### src/rtl/xtc_pkg.sv
`timescale 1ns/1ps
package xtc_pkg;
   // default step table entry: toggle the upper bits by the data word
   function automatic logic [31:0] xtc_default_step(input logic [31:0] vec,
                                                    input logic [31:0] word,
                                                    input int unsigned shift);
      return vec ^ (word << shift);
   endfunction
endpackage

### src/rtl/xtc_step_table.sv
`timescale 1ns/1ps
module xtc_step_table #(
   parameter int SEG_W  = 4,
   parameter int DATA_W = 2
) (
   input  logic                                      clk,
   input  logic                                      rst_n,
   input  logic                                      wr_en,
   input  logic [SEG_W-1:0]                          wr_cur,
   input  logic [DATA_W-1:0]                         wr_word,
   input  logic [SEG_W-1:0]                          wr_next,
   output logic [(1<<(SEG_W+DATA_W))*SEG_W-1:0]      tab_flat
);
   localparam int COLS    = 1 << DATA_W;
   localparam int IDX_W   = SEG_W + DATA_W;
   localparam int ENTRIES = 1 << IDX_W;

   logic [SEG_W-1:0] ent_q [ENTRIES];
   logic [IDX_W-1:0] wr_idx;
   assign wr_idx = {wr_cur, wr_word};

   always_ff @(posedge clk or negedge rst_n) begin
      if (!rst_n) begin
         for (int e = 0; e < ENTRIES; e++)
            ent_q[e] <= SEG_W'(xtc_pkg::xtc_default_step(32'(e / COLS), 32'(e % COLS),
                                                        SEG_W - DATA_W));
      end else if (wr_en) begin
         ent_q[wr_idx] <= wr_next;
      end
   end

   for (genvar e = 0; e < ENTRIES; e++) begin : g_flat
      assign tab_flat[e*SEG_W +: SEG_W] = ent_q[e];
   end

   AST_TABLE_WRITE_LANDS: assert property (@(posedge clk) disable iff (!rst_n)
      wr_en |=> (ent_q[$past(wr_idx)] == $past(wr_next)));
endmodule

### src/rtl/xtc_enc_lane.sv
`timescale 1ns/1ps
module xtc_enc_lane #(
   parameter int SEG_W    = 4,
   parameter int DATA_W   = 2,
   parameter int INIT_VEC = 0
) (
   input  logic                                  clk,
   input  logic                                  rst_n,
   input  logic [(1<<(SEG_W+DATA_W))*SEG_W-1:0]  tab_flat,
   input  logic                                  beat,
   input  logic [DATA_W-1:0]                     word,
   output logic [SEG_W-1:0]                      vec
);
   localparam int IDX_W = SEG_W + DATA_W;

   logic [SEG_W-1:0] cur_q;
   logic [IDX_W-1:0] idx;
   logic [SEG_W-1:0] nxt;

   assign idx = {cur_q, word};
   assign nxt = tab_flat[int'(idx)*SEG_W +: SEG_W];

   always_ff @(posedge clk or negedge rst_n) begin
      if (!rst_n)    cur_q <= SEG_W'(INIT_VEC);
      else if (beat) cur_q <= nxt;
   end

   assign vec = cur_q;

   AST_IDLE_HOLDS_VECTOR: assert property (@(posedge clk) disable iff (!rst_n)
      !beat |=> $stable(vec));
endmodule

### src/rtl/xtc_dec_lane.sv
`timescale 1ns/1ps
module xtc_dec_lane #(
   parameter int SEG_W    = 4,
   parameter int DATA_W   = 2,
   parameter int INIT_VEC = 0
) (
   input  logic                                  clk,
   input  logic                                  rst_n,
   input  logic [(1<<(SEG_W+DATA_W))*SEG_W-1:0]  tab_flat,
   input  logic                                  rx_beat,
   input  logic [SEG_W-1:0]                      rx_seg,
   output logic                                  dec_valid,
   output logic [DATA_W-1:0]                     dec_word,
   output logic                                  dec_bad
);
   localparam int COLS = 1 << DATA_W;

   logic [SEG_W-1:0]  prev_q;
   logic [COLS-1:0]   hit;
   logic [DATA_W-1:0] word_c;
   logic              found_c;

   for (genvar c = 0; c < COLS; c++) begin : g_cmp
      assign hit[c] = (tab_flat[(int'(prev_q)*COLS + c)*SEG_W +: SEG_W] == rx_seg);
   end

   // descending scan so the lowest matching word is kept
   always_comb begin
      word_c  = '0;
      found_c = 1'b0;
      for (int c = COLS-1; c >= 0; c--) begin
         if (hit[c]) begin
            word_c  = DATA_W'(c);
            found_c = 1'b1;
         end
      end
   end

   always_ff @(posedge clk or negedge rst_n) begin
      if (!rst_n) begin
         prev_q    <= SEG_W'(INIT_VEC);
         dec_valid <= 1'b0;
         dec_word  <= '0;
         dec_bad   <= 1'b0;
      end else begin
         dec_valid <= rx_beat;
         if (rx_beat) begin
            prev_q   <= rx_seg;
            dec_word <= word_c;
            dec_bad  <= !found_c;
         end
      end
   end

   AST_VALID_FOLLOWS_BEAT: assert property (@(posedge clk) disable iff (!rst_n)
      1'b1 |=> (dec_valid == $past(rx_beat)));
   AST_PREV_TRACKS_RX: assert property (@(posedge clk) disable iff (!rst_n)
      rx_beat |=> (prev_q == $past(rx_seg)));
   AST_BAD_CLEARS_WORD: assert property (@(posedge clk) disable iff (!rst_n)
      (dec_valid && dec_bad) |-> (dec_word == '0));
endmodule

### src/rtl/xtc_bus_codec.sv
`timescale 1ns/1ps
module xtc_bus_codec #(
   parameter int SEG_W    = 4,
   parameter int DATA_W   = 2,
   parameter int NUM_SEG  = 3,
   parameter int INIT_VEC = 0
) (
   input  logic                        clk,
   input  logic                        rst_n,
   input  logic                        tbl_we,
   input  logic [SEG_W-1:0]            tbl_cur,
   input  logic [DATA_W-1:0]           tbl_word,
   input  logic [SEG_W-1:0]            tbl_next,
   input  logic                        tx_valid,
   output logic                        tx_ready,
   input  logic [NUM_SEG*DATA_W-1:0]   tx_data,
   output logic [NUM_SEG*SEG_W-1:0]    bus_vec,
   input  logic                        rx_valid,
   input  logic [NUM_SEG*SEG_W-1:0]    rx_vec,
   output logic                        rx_out_valid,
   output logic [NUM_SEG*DATA_W-1:0]   rx_out_data,
   output logic [NUM_SEG-1:0]          rx_bad
);
   localparam int TAB_BITS = (1 << (SEG_W + DATA_W)) * SEG_W;

   if (DATA_W >= SEG_W) begin : g_bad_width
      $error("xtc_bus_codec: DATA_W must be below SEG_W");
   end
   if (NUM_SEG < 1) begin : g_bad_count
      $error("xtc_bus_codec: NUM_SEG must be at least 1");
   end
   if (INIT_VEC < 0 || INIT_VEC >= (1 << SEG_W)) begin : g_bad_init
      $error("xtc_bus_codec: INIT_VEC out of range");
   end

   logic [TAB_BITS-1:0] tab_flat;
   logic                beat;
   logic [NUM_SEG-1:0]  lane_valid;

   assign tx_ready = !tbl_we;
   assign beat     = tx_valid && tx_ready;

   xtc_step_table #(.SEG_W(SEG_W), .DATA_W(DATA_W)) i_table (
      .clk(clk), .rst_n(rst_n), .wr_en(tbl_we), .wr_cur(tbl_cur),
      .wr_word(tbl_word), .wr_next(tbl_next), .tab_flat(tab_flat));

   for (genvar s = 0; s < NUM_SEG; s++) begin : g_seg
      xtc_enc_lane #(.SEG_W(SEG_W), .DATA_W(DATA_W), .INIT_VEC(INIT_VEC)) i_enc (
         .clk(clk), .rst_n(rst_n), .tab_flat(tab_flat), .beat(beat),
         .word(tx_data[s*DATA_W +: DATA_W]), .vec(bus_vec[s*SEG_W +: SEG_W]));
      xtc_dec_lane #(.SEG_W(SEG_W), .DATA_W(DATA_W), .INIT_VEC(INIT_VEC)) i_dec (
         .clk(clk), .rst_n(rst_n), .tab_flat(tab_flat), .rx_beat(rx_valid),
         .rx_seg(rx_vec[s*SEG_W +: SEG_W]), .dec_valid(lane_valid[s]),
         .dec_word(rx_out_data[s*DATA_W +: DATA_W]), .dec_bad(rx_bad[s]));
   end

   assign rx_out_valid = &lane_valid;

   AST_LOAD_BLOCKS_WORD: assert property (@(posedge clk) disable iff (!rst_n)
      (tbl_we && tx_valid) |=> $stable(bus_vec));
endmodule

### config.mk
export PLATFORM = sky130hd
export DESIGN_NAME = xtc_bus_codec
export DESIGN_NICKNAME = d
export VERILOG_FILES = /design/src/rtl/xtc_pkg.sv /design/src/rtl/xtc_step_table.sv /design/src/rtl/xtc_enc_lane.sv /design/src/rtl/xtc_dec_lane.sv /design/src/rtl/xtc_bus_codec.sv
export SDC_FILE = /design/constraint.sdc
export NUM_CORES = 1
export LEC_CHECK = 0
export BUFFER_PORTS_ARGS = -buffer_cell sky130_fd_sc_hd__clkbuf_2
export CAP_MARGIN = 20
export CORE_UTILIZATION = 30
export DETAILED_ROUTE_END_ITERATION = 8
export GPL_TIMING_DRIVEN = 0
export SYNTH_ARGS = -nofsm -noshare
export SYNTH_HDL_FRONTEND = slang
export SYNTH_HIERARCHICAL = 1
export SYNTH_SLANG_ARGS = --single-unit
### constraint.sdc
create_clock -name clk -period 2.5 [get_ports clk]
set_clock_uncertainty 0.1 [all_clocks]
set_input_delay 0.25 -clock clk [delete_from_list [all_inputs] [get_ports clk]]
set_output_delay 0.25 -clock clk [all_outputs]
set_load 0.05 [all_outputs]
# After elaboration in Yosys (flattened, before gate mapping)
# Cells that the tools add are included.
[word_totals]
regBits = 290
in_bits = 33
output_inout_bits = 23
[classes]
n_addsub = 9
n_lt_le_gt_ge = 2
eq_ne = 12
shift = 15
n_mux = 27
n_bitwise = 1
reduce_logical = 6
[ops]
columns = ["op", "n"]
rows = [
  ["$shiftx 256x32->4", 9],
  ["$shiftx 256x9->4", 6],
  ["$bwmux 256", 1],
  ["$eq 4x4->1", 12],
  ["$add 6x2->7 const B", 6],
  ["$demux 4 s6", 1],
  ["$mux 2", 12],
  ["$add 6x1->7 const B", 3],
  ["$mux 1", 12],
  ["$ge 7x7->1 const B", 1],
  ["$lt 7x1->1 const B", 1],
  ["$not 6->7", 1],
  ["$logic_not 1->1", 4],
  ["$mux 4", 1],
  ["$logic_and 1x1->1", 2],
]

# Depth between registers and ports, before layout
# Gate-level depths: netlist of the first run.
[logic_depth]
depth_word = 8
ltp_mapped = 11

# Hierarchy
# The synthesis of the first run kept the hierarchy.
[modules_own_cells]
columns = ["mod", "n_inst", "cells_each", "area_each_um2"]
rows = [
  ["xtc_step_table", 1, 638, 10100.9],
  ["xtc_dec_lane", 3, 171, 2522.4],
  ["xtc_enc_lane", 3, 173, 2309.7],
  ["xtc_bus_codec", 1, 3, 16.3],
]

# Worst setup path after synthesis of the first run
# No wires, ideal clock.
[synth_path]
path_kind = "reg2reg"
start = "reg g_seg[0].i_dec.prev_q[0]"
end = "reg g_seg[0].i_dec.dec_bad"
setup_time_ns = 0.101
arrival_ns = 2.387
setup_slack_ns = -0.087
path_stages_with_launch = 9
cell_sequence = "dfrtp_1 > buf_4 > buf_2 > mux4_2 > mux4_2 > xnor2_1 > nand4_1 > nand2_1 > o32ai_1"
[synth_via]
elab_chain_cells = 8
[synth_rtl]
columns = ["element", "line", "text"]
rows = [
  ["from (decl)", "xtc_dec_lane.sv:18", "logic [SEG_W-1:0] prev_q;"],
  ["from (signal assigned)", "xtc_dec_lane.sv:41", "prev_q <= SEG_W'(INIT_VEC);"],
  ["from (signal assigned)", "xtc_dec_lane.sv:48", "prev_q <= rx_seg;"],
  ["$add 6x2->7", "xtc_dec_lane.sv:24", "assign hit[c] = (tab_flat[(int'(prev_q)*COLS + c)*SEG_W +: SEG_W] == rx_seg);"],
  ["$shiftx 256x32->4", "xtc_dec_lane.sv:24", ""],
  ["$eq 4x4->1", "xtc_dec_lane.sv:24", ""],
  ["$mux 1 (3 in series)", "xtc_dec_lane.sv:32", "if (hit[c]) begin"],
  ["$mux 1 *", "xtc_dec_lane.sv:32", ""],
  ["$logic_not 1->1 *", "xtc_dec_lane.sv:50", "dec_bad <= !found_c;"],
  ["to (signal assigned)", "xtc_dec_lane.sv:50", ""],
  ["to (decl)", "xtc_dec_lane.sv:14", "output logic dec_bad"],
]
# Every way passes the cells marked *; elsewhere a longest branch is shown, timed or not.
# A chain may end at the register's enable or synchronous reset.

# Worst setup path in the final report of the first run
[layout_path]
start = "reg g_seg[2].i_dec.prev_q[0]"
end = "reg g_seg[2].i_dec.dec_bad"
[layout_via]
elab_chain_cells = 8
[layout_rtl]
columns = ["element", "line"]
rows = [
  ["from (decl)", "xtc_dec_lane.sv:18"],
  ["from (signal assigned)", "xtc_dec_lane.sv:41"],
  ["from (signal assigned)", "xtc_dec_lane.sv:48"],
  ["$add 6x2->7", "xtc_dec_lane.sv:24"],
  ["$shiftx 256x32->4", "xtc_dec_lane.sv:24"],
  ["$eq 4x4->1", "xtc_dec_lane.sv:24"],
  ["$mux 1 (3 in series)", "xtc_dec_lane.sv:32"],
  ["$mux 1 *", "xtc_dec_lane.sv:32"],
  ["$logic_not 1->1 *", "xtc_dec_lane.sv:50"],
  ["to (signal assigned)", "xtc_dec_lane.sv:50"],
  ["to (decl)", "xtc_dec_lane.sv:14"],
]
# Marked as above.

==> results.json, run 1 <==
{
  "vias_per_cell": 6.88,
  "row_count": 104,
  "synth_adder_area_share_pct": 0,
  "die_h_um": 288,
  "async_flop_share_pct": 100,
  "status": "finished with violations",
  "die_w_um": 288,
  "worstMarginPinSlew_ns": 1.24,
  "routed_wl_um": 133000,
  "syn_to_final_growth_pct": 17.9,
  "portBuffers": 36,
  "synth-simple-area-share_pct": 4.97,
  "ant_nets": 0,
  "globalplace.congestion": 1.04,
  "grt.total_usage_pct": 32.2,
  "hold_class": "in2reg",
  "coreArea_mm2": 0.0808,
  "clk_pin_slew_ns": 0.06,
  "p_leak_nw": 11.1,
  "period_minus_slack_ns": 3.02,
  "syn_area_per_cell_um2": 14.7,
  "drv_slew": 0,
  "drive_above_1_share_pct": 60.7,
  "grt_setup_unrepaired": "true",
  "utilization_pct": 35.9,
  "fin_ws_ns": -0.525,
  "worst_setup_path_end_kind": "flop",
  "synth.most_common_cell": "mux4_2",
  "dp_hpwl_um": 102000,
  "synth-seq-cells": 292,
  "overflow": 0,
  "cts.htree.levels": 2,
  "die_area_mm2": 0.0832,
  "insertion_delay_ns": 0.57,
  "slew_headroom_pct": 17.0,
  "grt_pass1_vias": 19299,
  "maxCapViolCount": 0,
  "final_hold_viol_count": 0,
  "antenna_found_initial": 3,
  "synthMuxAreaShare_pct": 55.3,
  "cp-start-kind": "flop",
  "cts.path.max_buffers": 3,
  "drt_iter0_markers": 2723,
  "synth_top_area_cell": "mux4_2",
  "cts_tree": "done",
  "diodes": 0,
  "peakVddDrop_mv": 0.402,
  "grt_pass1_wl_um": 177000,
  "cts_buffers": 38,
  "synth_xor_area_share_pct": 1.71,
  "worstPathRequired_ns": 2.82,
  "syn_nets": 1706,
  "worstPathArrival_ns": 3.35,
  "wl_per_cell_um": 46.1,
  "fin_crit_sh_pct": 121,
  "min-delay-start": "rx_vec[11]",
  "setup_viol": 14,
  "synth_warnings": 6,
  "synth_top_area_share_pct": 33.2,
  "synth_top_family_by_area": "multiplexers",
  "cts_sinks": 292,
  "cp_max_fo": 5,
  "synth-edff-count": 0,
  "final_cells": 2889,
  "io_pins": 56,
  "drt-pass1-iter-count": 7,
  "design_area_mm2": 0.0290,
  "placed_cell_area_mm2": 0.0263,
  "max_freq_ghz": 0.331,
  "critPathKind": "reg2reg",
  "synth_area_leaders": "mux4_2 (33%), dfrtp_1 (17%), dfstp_2 (14%)",
  "p_per_area_mw_per_mm2": 781,
  "grt_max_degree": 111,
  "synthCells": 1673,
  "holdWs_ns": 0.0792,
  "startpoint": "g_seg[2].i_dec/prev_q[0]",
  "vias": 19866,
  "drc": 8,
  "cts-root-buf": "clkbuf_16",
  "violations": "design-rule violations, negative setup slack",
  "reg2reg_from": "g_seg[2].i_dec/prev_q[0]",
  "seq_area_frac_synth_pct": 30.3,
  "start_util_pct": 30.5,
  "synthDistinctLibCells": 50,
  "netlist_area_mm2": 0.0246,
  "synth_compound_area_share_pct": 3.52,
  "ys.flop_type": "dfrtp_1",
  "synthTopCellsByCount": "mux4_2 (363), mux2_2 (264), dfrtp_1 (164), mux2i_1 (138), dfstp_2 (128)",
  "nNetsFinal": 1833,
  "placedCellCount": 2777
}
## timing repair
action | CTS | global route
setup endpoints to repair | 21 | 14
hold endpoints to repair | 140 | 0
buffers inserted | 30 | 7
pin swaps | 22 | 10
gates resized for setup | 199 | 32
hold buffers | 6 | 0
gates cloned | 4 | 0
## sequential cells by signal (all words and copies together), names as in the netlist
name / flops
i_table/tab_flat: 256
g_seg.i_dec/prev_q: 12
g_seg.i_enc/vec: 12
g_seg.i_dec/dec_word: 6
g_seg.i_dec/dec_bad: 3
g_seg.i_dec/dec_valid: 3
## power breakdown
part	internal (mW)	leakage [nW]	switching (mW)
sequential	5.63	3.47	1.78
combinational	4.24	7.01	5.00
clock	3.65	0.656	2.36
## cell families after synthesis
| family | after synthesis |
|---|---|
| AO/OA/AOI/OAI | 114 |
| AND/OR/NAND/NOR | 225 |
| multiplexers | 808 |
| flip-flops | 292 |
| XOR/XNOR | 48 |
| buffers and inverters | 186 |
## final timing paths
kind | endpoint | slack (ns) | depth (start not counted)
max | g_seg[2].i_dec/dec_bad | -0.52 | 11
max reg2reg | g_seg[2].i_dec/dec_bad | -0.52 | 11
min | g_seg[2].i_dec/prev_q[3] | 0.08 | 2
min in group asynchronous | i_table/tab_flat[16] | 0.18 | 2
min reg2reg | g_seg[1].i_dec/dec_word[0] | 0.42 | 2
max in group asynchronous | i_table/tab_flat[250] | 1.13 | 4
## critical path, cell delays in order, from the launching register on
cell	delay, ns
dfrtp_2	0.52
buf_12	0.19
buf_12	0.13
buf_12	0.10
buf_4	0.10
mux4_2	0.55
mux2i_4	0.22
xnor2_1	0.10
or3_1	0.38
a211oi_4	0.23
buf_6	0.16
o32ai_1	0.10
## layer usage
layer	GRT usage (%)	share of wire, %	wire length, um
met1	40.3	37	49700
met2	48.7	44	58600
met3	11.0	12	15500
met4	18.1	7.0	9330
met5	0	0	0
## cell type report
cell class              count  area [um2]
repair buffers             93         928
multi-input cells        1195       16400
well taps                1060        1330
clock inverters            16         218
clock buffers              53        1120
inverters                  16        60.1
plain buffers             164        1450
fillers                  7699       51800
flip-flops and latches    292        7480
## placed cells by master (no fill, tap or decap), drive strengths merged, types with 4 or more instances in the layout
cell	count
o211ai	9
clkbuf	138
a31oi	12
nand2b	15
bufinv	5
nor4b	5
inv	17
nand4	4
dfrtp	164
a21oi	12
a22oi	48
and3	5
a211oi	6
nor2b	19
mux4	402
xnor2	30
nand2	62
xor2	18
nand3b	4
o21ai	9
dlygate4sd3	6
mux2i	138
mux2	268
nand3	36
nor2	48
dfstp	128
buf	163
clkinv	8
## stage by stage
| stage | power [mW] | setup slack (ns) | TNS [ns] |
|---|---|---|---|
| 2_1_floorplan | 12.0 | 0.0120 | 0 |
| 3_3_place_gp | 15.5 | -5.34 | -1340.95 |
| 3_5_place_dp | 15.7 | -1.28 | -32.69 |
| 4_1_cts | 22.3 | -0.460 | -3.48 |
| 5_1_grt | 23.1 | -0.589 | -4.48 |
| 6_report | 22.7 | -0.525 | -4.26 |
No activity file was read; power rests on OpenSTA's default activity.
==> run 2, diff against run 1 <==
--- a/config.mk
+++ b/config.mk
@@ -10,6 +10,8 @@
 export CORE_UTILIZATION = 30
 export DETAILED_ROUTE_END_ITERATION = 8
 export GPL_TIMING_DRIVEN = 0
+export REMOVE_ABC_BUFFERS = 1
+export SKIP_LAST_GASP = 1
 export SYNTH_ARGS = -nofsm -noshare
 export SYNTH_HDL_FRONTEND = slang
 export SYNTH_HIERARCHICAL = 1
==> results.json, run 2 (synthesis results as in run 1) <==
{
  "coreArea_mm2": 0.0808,
  "total_power_mw": 21.6,
  "grt.total_usage_pct": 24.0,
  "dp_hpwl_um": 67300,
  "peakVddDrop_mv": 0.425,
  "drv_slew": 0,
  "diodes": 0,
  "r2r_slack_ns": -0.49,
  "layout_common_cells": "mux4_2 (369), mux2_2 (264), dfrtp_1 (146)",
  "cts.path.max_buffers": 3,
  "routed_wl_um": 100000,
  "utilization_pct": 35.4,
  "vias_per_cell": 6.76,
  "grt_setup_unrepaired": "true",
  "cts_tree": "done",
  "design_area_mm2": 0.0286,
  "io_pins": 56,
  "slew_headroom_pct": 25.9,
  "setup_viol": 9,
  "cp_max_fo": 10,
  "cts-root-buf": "clkbuf_16",
  "cts_buffers": 37,
  "vias": 18797,
  "min-delay-start": "tbl_next[1]",
  "ant_nets": 0,
  "worstPathRequired_ns": 2.89,
  "grt_pass1_wl_um": 141000,
  "row_count": 104,
  "final_hold_viol_count": 0,
  "nNetsFinal": 1725,
  "r2r-end": "g_seg[0].i_dec/dec_word[0]",
  "overflow": 0,
  "die_w_um": 288,
  "worst_setup_path_end_kind": "flop",
  "grt_pass1_vias": 18351,
  "placedCellCount": 2642,
  "antenna_found_initial": 2,
  "period_minus_slack_ns": 2.99,
  "grt_max_degree": 87,
  "syn_to_final_growth_pct": 16.1,
  "clk_pin_slew_ns": 0.05,
  "globalplace.congestion": 0.956,
  "die_h_um": 288,
  "drt_iter0_markers": 2783,
  "worstHoldEndpoint": "i_table/tab_flat[229]",
  "portBuffers": 55,
  "drive_above_1_share_pct": 60.8,
  "final_common_cell": "mux4_2",
  "cp-start-kind": "flop",
  "p_leak_nw": 10.9,
  "drt-pass1-iter-count": 8,
  "max_freq_ghz": 0.335,
  "worstPathArrival_ns": 3.38,
  "hold_path_depth": 2,
  "worstMarginPinSlew_ns": 1.11,
  "drc": 5,
  "cts.htree.levels": 2,
  "violations": "design-rule violations, negative setup slack",
  "fin_ws_ns": -0.488,
  "final_cells": 2781,
  "ff2ff_path_depth": 9,
  "hold_class": "in2reg",
  "fin_crit_sh_pct": 120,
  "status": "finished with violations",
  "die_area_mm2": 0.0832,
  "cts_sinks": 292,
  "wl_per_cell_um": 36.0,
  "largest_register_ffs": 256,
  "maxCapViolCount": 0,
  "reg2reg_from": "g_seg[0].i_dec/prev_q[1]",
  "start_util_pct": 30.5,
  "critPathKind": "reg2reg",
  "insertion_delay_ns": 0.59,
  "placed_cell_area_mm2": 0.0259,
  "p_per_area_mw_per_mm2": 755
}
## run 2: critical path, stage by stage, from the launching register on
cell	delay, ns
dfrtp_4	0.52
buf_12	0.17
mux4_1	0.58
mux4_2	0.51
xnor2_2	0.24
nand2_2	0.14
nor4b_4	0.22
buf_4	0.20
nand2_1	0.08
o221ai_2	0.14
## run 2: cell type report
type	count	area [um2]
flip-flops and latches	292	7510
repair buffers	150	1980
well taps	1060	1330
inverters	16	60.1
fillers	7484	52200
clock inverters	18	282
clock buffers	50	1070
multi-input cells	1195	16400
## run 2: worst max-delay path by stage
stage	end	startpoint	depth (start not counted)	slack [ns]
after floorplan	g_seg[0].i_dec/dec_word[0]	g_seg[0].i_dec/prev_q[1]	6	-1.55
after global placement	i_table/tab_flat[9]	rst_n	1	-5.22
after detailed placement	g_seg[0].i_dec/dec_bad	g_seg[0].i_dec/prev_q[0]	6	-1.13
after CTS	g_seg[1].i_dec/dec_bad	g_seg[1].i_dec/prev_q[1]	7	-0.46
after global routing	g_seg[1].i_dec/dec_word[0]	g_seg[1].i_dec/prev_q[1]	10	-0.53
final	g_seg[0].i_dec/dec_word[0]	g_seg[0].i_dec/prev_q[1]	9	-0.49
## run 2: power breakdown
part | total (mW) | internal (mW) | switching [mW] | leakage (nW)
combinational | 7.97 | 4.14 | 3.83 | 6.83
sequential | 7.56 | 5.64 | 1.93 | 3.46
clock | 6.04 | 3.73 | 2.30 | 0.660
## run 2: metal layers
layer	global-route usage (%)	up-vias	part of all wire, %
li1	-	6991	-
met1	29.9	9813	35
met2	36.2	1635	44
met3	8.60	354	14
met4	13.2	4	6.8
met5	1.02	-	0.13
## run 2: through the flow
step | hold slack [ns] | setup WS, ns | setup TNS, ns
CTS | 0.0245 | -0.456 | -3.34
detailed placement | 0.206 | -1.13 | -13.53
global placement | 0.397 | -5.22 | -1319.06
finish | 0.0307 | -0.488 | -3.98
floorplan | -0.146 | -1.55 | -16.27
global route | 0.0450 | -0.532 | -4.20
## run 2: timing repair
| action | CTS | global route |
|---|---|---|
| cloned | 11 | 0 |
| pin swaps | 13 | 5 |
| buffers inserted | 45 | 9 |
| endpoints found under the setup margin | 11 | 10 |
| hold buffers | 4 | 0 |
| resized for setup | 46 | 18 |
| endpoints found under the hold margin | 67 | 0 |
